$ cat config.mk
export PLATFORM = sky130hd
export DESIGN_NAME = dbg_scan_watch
export DESIGN_NICKNAME = d
export VERILOG_FILES = /design/src/rtl/jtm_pkg.sv /design/src/rtl/jtm_tap_tracker.sv /design/src/rtl/jtm_shift_capture.sv /design/src/rtl/jtm_event_fsm.sv /design/src/rtl/dbg_scan_watch.sv
export SDC_FILE = /design/constraint.sdc
export NUM_CORES = 1
export LEC_CHECK = 0
export BUFFER_PORTS_ARGS = -buffer_cell sky130_fd_sc_hd__buf_4
export CORE_MARGIN = 1.5
export CORE_UTILIZATION = 45
export DETAILED_ROUTE_END_ITERATION = 10
export PLACE_DENSITY = 0.67
export SYNTH_ARGS = -nofsm -noshare
export SYNTH_HDL_FRONTEND = slang
export SYNTH_SLANG_ARGS = --single-unit
$ cat constraint.sdc
create_clock -name tck -period 3 [get_ports tck]
set_clock_uncertainty 0.2 [all_clocks]
set_input_delay 0.3 -clock tck [delete_from_list [all_inputs] [get_ports tck]]
set_output_delay 0.3 -clock tck [all_outputs]
set_load 0.01 [all_outputs]
$ cat src/rtl/jtm_pkg.sv
package jtm_pkg;

  localparam int OP_W = 4;

  typedef enum logic [3:0] {
    TAP_RESET, TAP_IDLE,
    TAP_SEL_DR, TAP_CAP_DR, TAP_SHIFT_DR, TAP_EXIT1_DR, TAP_PAUSE_DR, TAP_EXIT2_DR, TAP_UPD_DR,
    TAP_SEL_IR, TAP_CAP_IR, TAP_SHIFT_IR, TAP_EXIT1_IR, TAP_PAUSE_IR, TAP_EXIT2_IR, TAP_UPD_IR
  } tap_e;

  typedef enum logic [2:0] {
    MON_IDLE, MON_PASS, MON_IDENT, MON_DPORT, MON_APORT, MON_ABORT, MON_OTHER
  } mon_e;

  typedef enum logic [2:0] {
    EV_INSTR     = 3'd0,
    EV_PASS_IN   = 3'd1,
    EV_IDENT_OUT = 3'd2,
    EV_DPORT     = 3'd3,
    EV_APORT     = 3'd4,
    EV_ABORT_OUT = 3'd5,
    EV_OTHER_OUT = 3'd6
  } evk_e;

  localparam logic [OP_W-1:0] OP_PASS  = 4'b1111;
  localparam logic [OP_W-1:0] OP_IDENT = 4'b1110;
  localparam logic [OP_W-1:0] OP_DPORT = 4'b1010;
  localparam logic [OP_W-1:0] OP_APORT = 4'b1011;
  localparam logic [OP_W-1:0] OP_ABORT = 4'b1000;

  function automatic mon_e decode_op(input logic [OP_W-1:0] op);
    case (op)
      OP_PASS:  return MON_PASS;
      OP_IDENT: return MON_IDENT;
      OP_DPORT: return MON_DPORT;
      OP_APORT: return MON_APORT;
      OP_ABORT: return MON_ABORT;
      default:  return MON_OTHER;
    endcase
  endfunction

  function automatic evk_e kind_of(input mon_e m);
    case (m)
      MON_PASS:  return EV_PASS_IN;
      MON_IDENT: return EV_IDENT_OUT;
      MON_DPORT: return EV_DPORT;
      MON_APORT: return EV_APORT;
      MON_ABORT: return EV_ABORT_OUT;
      default:   return EV_OTHER_OUT;
    endcase
  endfunction

  function automatic tap_e tap_step(input tap_e s, input logic tms);
    case (s)
      TAP_RESET:    return tms ? TAP_RESET    : TAP_IDLE;
      TAP_IDLE:     return tms ? TAP_SEL_DR   : TAP_IDLE;
      TAP_SEL_DR:   return tms ? TAP_SEL_IR   : TAP_CAP_DR;
      TAP_CAP_DR:   return tms ? TAP_EXIT1_DR : TAP_SHIFT_DR;
      TAP_SHIFT_DR: return tms ? TAP_EXIT1_DR : TAP_SHIFT_DR;
      TAP_EXIT1_DR: return tms ? TAP_UPD_DR   : TAP_PAUSE_DR;
      TAP_PAUSE_DR: return tms ? TAP_EXIT2_DR : TAP_PAUSE_DR;
      TAP_EXIT2_DR: return tms ? TAP_UPD_DR   : TAP_SHIFT_DR;
      TAP_UPD_DR:   return tms ? TAP_SEL_DR   : TAP_IDLE;
      TAP_SEL_IR:   return tms ? TAP_RESET    : TAP_CAP_IR;
      TAP_CAP_IR:   return tms ? TAP_EXIT1_IR : TAP_SHIFT_IR;
      TAP_SHIFT_IR: return tms ? TAP_EXIT1_IR : TAP_SHIFT_IR;
      TAP_EXIT1_IR: return tms ? TAP_UPD_IR   : TAP_PAUSE_IR;
      TAP_PAUSE_IR: return tms ? TAP_EXIT2_IR : TAP_PAUSE_IR;
      TAP_EXIT2_IR: return tms ? TAP_UPD_IR   : TAP_SHIFT_IR;
      default:      return tms ? TAP_SEL_DR   : TAP_IDLE;
    endcase
  endfunction

endpackage

$ cat src/rtl/jtm_tap_tracker.sv
module jtm_tap_tracker
  import jtm_pkg::*;
(
  input  logic tck,
  input  logic rst_n,
  input  logic tms,
  output tap_e tap_q
);

  tap_e tap_d;

  always_comb begin
    tap_d = tap_step(tap_q, tms);
  end

  always_ff @(posedge tck or negedge rst_n) begin
    if (!rst_n) tap_q <= TAP_RESET;
    else        tap_q <= tap_d;
  end

endmodule

$ cat src/rtl/jtm_shift_capture.sv
module jtm_shift_capture
  import jtm_pkg::*;
#(
  parameter int KEEP_W = 35,
  parameter int LEN_W  = 8
) (
  input  logic              tck,
  input  logic              rst_n,
  input  tap_e              tap_q,
  input  logic              tdi,
  input  logic              tdo,
  output logic [KEEP_W-1:0] cap_tdi,
  output logic [KEEP_W-1:0] cap_tdo,
  output logic [LEN_W-1:0]  cap_len
);

  localparam logic [LEN_W-1:0] LEN_MAX = {LEN_W{1'b1}};

  logic              clr_en, shift_en, upd_en;
  logic [KEEP_W-1:0] tdi_d, tdo_d;
  logic [LEN_W-1:0]  len_d;

  always_comb begin
    clr_en   = (tap_q == TAP_CAP_DR)   || (tap_q == TAP_CAP_IR);
    shift_en = (tap_q == TAP_SHIFT_DR) || (tap_q == TAP_SHIFT_IR);
    upd_en   = clr_en || shift_en;
    tdi_d    = cap_tdi;
    tdo_d    = cap_tdo;
    len_d    = cap_len;
    if (clr_en) begin
      tdi_d = '0;
      tdo_d = '0;
      len_d = '0;
    end else if (shift_en) begin
      for (int i = 0; i < KEEP_W; i++) begin
        if (cap_len == LEN_W'(i)) begin
          tdi_d[i] = tdi;
          tdo_d[i] = tdo;
        end
      end
      if (cap_len != LEN_MAX) len_d = cap_len + 1'b1;
    end
  end

  always_ff @(posedge tck or negedge rst_n) begin
    if (!rst_n) begin
      cap_tdi <= '0;
      cap_tdo <= '0;
      cap_len <= '0;
    end else if (upd_en) begin
      cap_tdi <= tdi_d;
      cap_tdo <= tdo_d;
      cap_len <= len_d;
    end
  end

endmodule

$ cat src/rtl/jtm_event_fsm.sv
module jtm_event_fsm
  import jtm_pkg::*;
#(
  parameter int KEEP_W = 35,
  parameter int LEN_W  = 8
) (
  input  logic              tck,
  input  logic              rst_n,
  input  tap_e              tap_q,
  input  logic [KEEP_W-1:0] cap_tdi,
  input  logic [KEEP_W-1:0] cap_tdo,
  input  logic [LEN_W-1:0]  cap_len,
  input  logic              evt_ready,
  output logic              evt_valid,
  output logic              evt_load,
  output evk_e              evt_kind,
  output logic [OP_W-1:0]   evt_instr,
  output logic [KEEP_W-1:0] evt_tdi,
  output logic [KEEP_W-1:0] evt_tdo,
  output logic [LEN_W-1:0]  evt_len,
  output logic              evt_ack_rsvd,
  output logic              evt_warn
);

  localparam int ACK_W   = 3;
  localparam int RSVD_HI = 31;

  mon_e            mon_q, mon_d;
  logic [OP_W-1:0] op_q, op_d;
  logic            valid_d;
  evk_e            kind_d;
  logic [OP_W-1:0] instr_d;
  logic            rsvd_d, warn_d, access;
  logic [ACK_W-1:0] ack_now;

  always_comb begin
    mon_d    = mon_q;
    op_d     = op_q;
    evt_load = 1'b0;
    kind_d   = EV_INSTR;
    instr_d  = op_q;
    ack_now  = cap_tdo[ACK_W-1:0];
    access   = (mon_q == MON_DPORT) || (mon_q == MON_APORT);
    rsvd_d   = 1'b0;
    warn_d   = 1'b0;
    if (tap_q == TAP_RESET) begin
      mon_d = MON_IDLE;
    end else if ((tap_q == TAP_UPD_IR) && (mon_q == MON_IDLE)) begin
      op_d     = cap_tdi[OP_W-1:0];
      mon_d    = decode_op(cap_tdi[OP_W-1:0]);
      evt_load = 1'b1;
      kind_d   = EV_INSTR;
      instr_d  = cap_tdi[OP_W-1:0];
    end else if ((tap_q == TAP_UPD_DR) && (mon_q != MON_IDLE)) begin
      mon_d    = MON_IDLE;
      evt_load = 1'b1;
      kind_d   = kind_of(mon_q);
      rsvd_d   = access && (ack_now != 3'b001) && (ack_now != 3'b010);
      warn_d   = (mon_q == MON_ABORT) && (|cap_tdo[RSVD_HI:1]);
    end
    if (evt_load)                    valid_d = 1'b1;
    else if (evt_valid && evt_ready) valid_d = 1'b0;
    else                             valid_d = evt_valid;
  end

  always_ff @(posedge tck or negedge rst_n) begin
    if (!rst_n) begin
      mon_q     <= MON_IDLE;
      op_q      <= '0;
      evt_valid <= 1'b0;
    end else begin
      mon_q     <= mon_d;
      op_q      <= op_d;
      evt_valid <= valid_d;
    end
  end

  always_ff @(posedge tck or negedge rst_n) begin
    if (!rst_n) begin
      evt_kind     <= EV_INSTR;
      evt_instr    <= '0;
      evt_tdi      <= '0;
      evt_tdo      <= '0;
      evt_len      <= '0;
      evt_ack_rsvd <= 1'b0;
      evt_warn     <= 1'b0;
    end else if (evt_load) begin
      evt_kind     <= kind_d;
      evt_instr    <= instr_d;
      evt_tdi      <= cap_tdi;
      evt_tdo      <= cap_tdo;
      evt_len      <= cap_len;
      evt_ack_rsvd <= rsvd_d;
      evt_warn     <= warn_d;
    end
  end

endmodule

$ cat src/rtl/dbg_scan_watch.sv
module dbg_scan_watch
  import jtm_pkg::*;
#(
  parameter int KEEP_W = 35,
  parameter int LEN_W  = 8
) (
  input  logic              tck,
  input  logic              rst_n,
  input  logic              tms,
  input  logic              tdi,
  input  logic              tdo,
  input  logic              evt_ready,
  output logic              evt_valid,
  output logic [2:0]        evt_kind,
  output logic [3:0]        evt_instr,
  output logic [KEEP_W-1:0] evt_tdi,
  output logic [KEEP_W-1:0] evt_tdo,
  output logic [LEN_W-1:0]  evt_len,
  output logic [KEEP_W-4:0] evt_data_in,
  output logic [1:0]        evt_addr,
  output logic              evt_rnw,
  output logic [KEEP_W-4:0] evt_data_out,
  output logic [2:0]        evt_ack,
  output logic              evt_ack_rsvd,
  output logic              evt_warn
);

  tap_e              tap_q;
  logic [KEEP_W-1:0] cap_tdi, cap_tdo;
  logic [LEN_W-1:0]  cap_len;
  logic              evt_load;
  evk_e              kind_w;

  jtm_tap_tracker u_tap (
    .tck   (tck),
    .rst_n (rst_n),
    .tms   (tms),
    .tap_q (tap_q)
  );

  jtm_shift_capture #(.KEEP_W(KEEP_W), .LEN_W(LEN_W)) u_cap (
    .tck     (tck),
    .rst_n   (rst_n),
    .tap_q   (tap_q),
    .tdi     (tdi),
    .tdo     (tdo),
    .cap_tdi (cap_tdi),
    .cap_tdo (cap_tdo),
    .cap_len (cap_len)
  );

  jtm_event_fsm #(.KEEP_W(KEEP_W), .LEN_W(LEN_W)) u_fsm (
    .tck          (tck),
    .rst_n        (rst_n),
    .tap_q        (tap_q),
    .cap_tdi      (cap_tdi),
    .cap_tdo      (cap_tdo),
    .cap_len      (cap_len),
    .evt_ready    (evt_ready),
    .evt_valid    (evt_valid),
    .evt_load     (evt_load),
    .evt_kind     (kind_w),
    .evt_instr    (evt_instr),
    .evt_tdi      (evt_tdi),
    .evt_tdo      (evt_tdo),
    .evt_len      (evt_len),
    .evt_ack_rsvd (evt_ack_rsvd),
    .evt_warn     (evt_warn)
  );

  assign evt_kind     = kind_w;
  assign evt_data_in  = evt_tdi[KEEP_W-1:3];
  assign evt_addr     = evt_tdi[2:1];
  assign evt_rnw      = evt_tdi[0];
  assign evt_data_out = evt_tdo[KEEP_W-1:3];
  assign evt_ack      = evt_tdo[2:0];

endmodule

### Yosys cells after proc, flatten, opt, wreduce, memory -nomap -nowiden

Index checks and enable logic that the tools add are counted.

| cells by class | value |
|---|---|
| add/sub/neg operators | 1 |
| equality and inequality tests | 61 |
| muxes and demuxes | 111 |
| reduce and logical (&&, ||, !) cells | 92 |

Operator list:

| kind | count |
|---|---|
| $mux 35 | 4 |
| $eq 8x5->1 const B | 16 |
| $reduce_and 3->1 | 36 |
| $mux 1 | 84 |
| $reduce_bool 2->1 | 38 |
| $eq 8x4->1 const B | 8 |
| $eq 4x4->1 const B | 13 |
| $pmux 4 s11 | 1 |
| $eq 8x3->1 const B | 4 |
| $reduce_or 31->1 | 1 |
| $pmux 3 s5 | 2 |
| $eq 8x6->1 const B | 3 |
| $mux 3 | 8 |
| $mux 4 | 6 |
| $mux 8 | 3 |
| $eq 4x3->1 const B | 4 |
| $eq 8x2->1 const B | 2 |
| $add 8x1->8 const B | 1 |
| $eq 4x2->1 const B | 2 |
| $eq 8x1->1 const B | 1 |
| $logic_not 8->1 | 1 |
| $ne 8x8->1 const B | 1 |
| $eq 3x2->1 const B | 2 |
| $eq 3x3->1 const B | 2 |
| other kinds (10) | 22 |

| word-level totals | value |
|---|---|
| word-level logic and storage cells | 347 |
| register bits | 177 |
| output and inout port bits | 158 |
| input port bits | 6 |

### Longest topological paths before layout

| logic depth | value |
|---|---|
| word-level depth | 7 |
| gate-level depth with buffers | 7 |
| gate-level depth less buffers | 6 |

### Modules after synthesis

From an unflattened synthesis, not the netlist that was laid out.

| second synthesis, totals | value |
|---|---|
| cell total of the unflattened synthesis | 687 |
| area, all modules | 8346.8 um^2 |

By module, submodules not included:

| module | instances | area each (um^2) | cells an instance | sequential area each (um^2) |
|---|---|---|---|---|
| jtm_event_fsm | 1 | 3808.7 | 250 | 2377.3 |
| jtm_shift_capture | 1 | 3716.1 | 332 | 1951.9 |
| dbg_scan_watch | 1 | 525.5 | 70 | 0.0 |
| jtm_tap_tracker | 1 | 296.5 | 35 | 100.1 |

### Least setup slack after synthesis

No wires, ideal clock.

| path | value |
|---|---|
| path type | register to register |
| start | reg u_fsm.mon_q[1] |
| end | reg u_fsm.evt_instr[3] |
| cell stages (with the launch flop) | 5 |
| setup slack | 0.824 ns |
| arrival time | 1.849 ns |
| data required time | 2.672 ns |
| period minus slack after synthesis | 2.176 ns |
| setup time | 0.128 ns |
| buffers on the path | 0 |
| cells stage by stage | dfrtp_1 or3_1 nor3_2 mux2_2 mux2_1 |

| on the way | value |
|---|---|
| elaborated cells on any way between the ends | 9 |
| those cells by class | mux: 5; reduce/logical: 4 |

RTL lines:

| element | RTL line | RTL |
|---|---|---|
| start, declared | jtm_event_fsm.sv:28 | `mon_e mon_q, mon_d;` |
| start signal, assigned | jtm_event_fsm.sv:72 | `mon_q <= mon_d;` |
| $logic_not 3->1 | jtm_event_fsm.sv:48 | `end else if ((tap_q == TAP_UPD_IR) && (mon_q == MON_IDLE)) begin` |
| $logic_and 1x1->1 | jtm_event_fsm.sv:48 |  |
| $mux 4 | jtm_event_fsm.sv:48 |  |
| $mux 4 | jtm_event_fsm.sv:46 | `if (tap_q == TAP_RESET) begin` |
| net u_fsm.instr_d[3] | jtm_event_fsm.sv:32 | `logic [OP_W-1:0] instr_d;` |
| end signal, assigned | jtm_event_fsm.sv:89 | `evt_instr <= instr_d;` |
| end, declared | jtm_event_fsm.sv:17 | `output logic [OP_W-1:0] evt_instr,` |

The timed path passes the listed nets, and every way through them passes these cells.
A chain may end at the register's enable or synchronous reset.

### Final worst setup path

| path | value |
|---|---|
| start | reg u_tap.tap_q[3] |
| end | reg u_cap.cap_tdi[17] |

| on the way | value |
|---|---|
| word-level cells in the longest chain between the ends | 4 |
| elaborated cells on any way between the ends | 11 |
| those cells by class | eq/ne: 4; mux: 1; reduce/logical: 6 |

Ends and longest elaborated chain:

| element | RTL line | RTL |
|---|---|---|
| start, declared | jtm_tap_tracker.sv:7 | `output tap_e tap_q` |
| start signal, assigned | jtm_tap_tracker.sv:18 | `else tap_q <= tap_d;` |
| $eq 4x2->1 (tied with other cells) | jtm_shift_capture.sv:24 | `clr_en = (tap_q == TAP_CAP_DR) \|\| (tap_q == TAP_CAP_IR);` |
| $logic_or 1x1->1 (on tied branches) | jtm_shift_capture.sv:24, jtm_shift_capture.sv:25 |  |
| $reduce_bool 2->1 (no source line) / $logic_or 1x1->1 (equally long branches) | n/a |  |
| $reduce_and 3->1 (no source line) | n/a |  |
| end signal, assigned | jtm_shift_capture.sv:51 | `cap_tdi <= tdi_d;` |
| end, declared | jtm_shift_capture.sv:12 | `output logic [KEEP_W-1:0] cap_tdi,` |

Parallel ways exist; a longest one is shown, timed or not.

==> summary.txt <==
Run status: finished, final reports clean
Clock root cell: clkbuf_16
CTS tree: done
Leak: 4.91 nW
Inserted Diodes: 0
Clock input transition at the sequential cells of the worst setup and hold paths: 0.06 ns
Placeable core area: 0.0174 mm²
Global placer's final weighted congestion: 0.865
Final Slew Violations: 0
Design Area, Final: 0.00970 mm²
Maximum clock path buffer count: 2
Minimum period implied by the final worst setup slack: 2.52 ns
Maximum vdd drop: 509 µV
Kind of end point of the critical path: flop
Number of nets with antenna violations after detailed routing: 0
Nets@finish: 759
Relative max-transition margin: 0.407
Via total after detailed routing: 5,454
Final worst path period share: 0.839
Async SR Flop Fraction: 1.00
Count of endpoints failing hold in the final timing report: 0
Die height: 137 µm
Share of the core filled with cells in the final layout: 0.557
Site row count: 48
Power per Cell Area: 803 mW/mm²
Total global-route track usage: 0.197
Logic depth of the worst register-to-register path: 5
Routed wire length per instance: 17.8 µm
Post-route DRC violation count: 0
Total power consumption of the routed design: 7.79 mW
Avg Vias per Cell: 5.53
Worst-case setup slack after placement: 0.497 ns
Maximum number of pins on one net before global-route repair: 80
Instance count of the mapped netlist: 656
Number of buffers inserted during clock tree synthesis: 17
Post-CTS repair timing setup buffer count: 0
Via count of the first global-routing pass: 5,360
Sum of negative setup slack: 0 ns
Synth unique cells: 53
IO Count: 164
Area of the mapped netlist: 0.00809 mm²
Max-cap viol count: 0
Die Span X: 137 µm
Critical Setup Path Class: flop to flop
CP Data Required Time: 3.15 ns
Area after DPL: 0.00904 mm²
Min setup slack post-route: 0.483 ns
Number of I/O port buffers: 163
Kind of start point of the critical path: flop
F_max: 0.397 GHz
Yosys warnings: 0
Dominant register cell in the synthesized netlist: dfrtp_1
Worst-Skew Late Latency: 0.44 ns
Post-synth net total: 666
Hold/Removal Path Class: input pin to asynchronous set/reset pin
Initial core utilization: 0.464
Most common cell after layout, fill and taps aside: dfrtp_1
Avg Cell Area, Syn: 12.3 µm²
CP Data Arrival Time: 2.67 ns
Number of sinks handled by clock tree synthesis: 177
Global-route wire length before repair: 28,300 µm
Share of cells above drive strength 1: 0.335
Area enclosed by the die boundary: 0.0188 mm²
Pin slew with the least headroom to its limit: 0.887 ns
Worst-path maximum fanout: 15
Setup repair after global routing missed its margin: false
Layout filler cell count: 1,466
Synth Register Bits: 177
Post-synthesis sequential area ratio: 0.548
Layout overhead on the synthesized area: 19.9%
Initial antenna violation count: 0
First DRT Iteration DRCs: 329
Number of endpoints failing setup at the final stage: 0
Number of flops mapped to enable cells by yosys: 0
First-pass detailed-route iteration total: 4
Final Routed Wirelength: 17,600 µm
Grt total ovfl: 0
Deepest level of the CTS H-tree: 4
Leading cell types in the layout, fill and taps excluded: dfrtp_1 (177), buf_4 (175), mux2_1 (75)
Placed wire-length estimate after detailed placement: 12,400 µm
repair_timing:
item	in CTS	in global routing
resized for setup	0	0
hold buffers	3	0
hold endpoints to repair	76	0
area by class of cell:
| type | count | area, µm² | area share |
|---|---|---|---|
| Clock buffer | 21 | 470 | 0.0485 |
| Clock inverter | 11 | 154 | 0.0159 |
| Inverter | 7 | 26.3 | 0.00271 |
| Multi-Input combinational cell | 365 | 2940 | 0.303 |
| Sequential cell | 177 | 4430 | 0.457 |
| Tap cell | 225 | 282 | 0.0290 |
| Timing Repair Buffer | 181 | 1400 | 0.144 |
layer usage:
metal | vias to the layer above | routed length [µm] | track usage
met5 | - | 0 | 0
met4 | 0 | 239 | 0.0655
met3 | 18 | 979 | 0.0507
met2 | 206 | 8440 | 0.308
met1 | 2715 | 7960 | 0.267
li1 | 2515 | - | -
stage by stage:
stage | hold slack, ns | instances
final | 0.268 | 987
after global routing | 0.320 | 987
after CTS | 0.294 | 987
after detailed placement | 0.187 | 952
after global placement | 0.185 | 952
after floorplan | -0.196 | 656
flip-flops by register name, indices dropped and copies added, names as in the netlist:
name and flops:
u_fsm.evt_tdo 35, u_fsm.op_q 4, u_tap.tap_q 4, u_fsm.evt_valid 1
u_cap.cap_tdo 35, u_cap.cap_tdi 35, u_fsm.mon_q 3, u_fsm.evt_kind 3
u_cap.cap_len 8, u_fsm.evt_instr 4, u_fsm.evt_len 8, u_fsm.evt_tdi 35
u_fsm.evt_warn 1, u_fsm.evt_ack_rsvd 1
synthesized netlist by cell type, drive strengths merged (2+ instances only):
cell type	number	share of area
ha	4	0.0062
xnor2	2	0.0022
nor4b	4	0.0043
and3	14	0.011
or3b	3	0.0033
mux2	109	0.15
or2	2	0.0015
nand3b	4	0.0037
a22o	54	0.058
o21ai	40	0.025
clkbuf	17	0.0079
nand2b	3	0.0023
a21oi	12	0.0074
buf	90	0.079
a21boi	2	0.0023
inv	7	0.0033
dfrtp	177	0.55
nand4b	2	0.0022
or4b	5	0.0062
o31ai	2	0.0019
or3	3	0.0029
nor4	8	0.0062
nand4	4	0.0031
a32o	2	0.0025
or4	3	0.0028
nand2	14	0.0065
nor2b	2	0.0015
nor3	8	0.0068
and2	2	0.0015
nor2	33	0.015
a211oi	4	0.0037
mux2i	3	0.0037
nand3	6	0.0037
o211ai	2	0.0019
cells by family after synthesis:
kind of cell	synth area share
buffers and inverters	0.0905
XOR/XNOR	0.00325
AO/OA/AOI/OAI	0.109
multiplexers	0.156
adder cells (fa/ha/maj)	0.00619
flip-flops	0.548
AND/OR/NAND/NOR	0.0874
power breakdown:
part	leakage (nW)	switching (mW)	internal (mW)	total, mW
combinational	2.21	1.12	1.04	2.16
sequential	2.40	0.494	2.83	3.33
clock	0.300	0.920	1.38	2.30
worst paths after layout:
| check | from | to | slack, ns |
|---|---|---|---|
| worst max-delay path | u_tap.tap_q[3] | u_cap.cap_tdi[17] | 0.48 |
| worst min-delay path | rst_n | u_fsm.evt_tdo[32] | 0.27 |
| worst max register to register | u_tap.tap_q[3] | u_cap.cap_tdi[17] | 0.48 |
| worst min register to register | u_cap.cap_tdi[34] | u_fsm.evt_tdi[34] | 0.29 |
| max in group asynchronous | rst_n | u_fsm.mon_q[0] | 1.58 |
| min in group tck | u_cap.cap_tdi[34] | u_fsm.evt_tdi[34] | 0.29 |
critical path: stages, from the launching register on:
cell     delay (ns)
dfrtp_1        0.67
xor2_1         0.19
and2_1         0.22
buf_4          0.18
nor2_1         0.68
mux2_2         0.29
(Power assumes the default switching activity.)
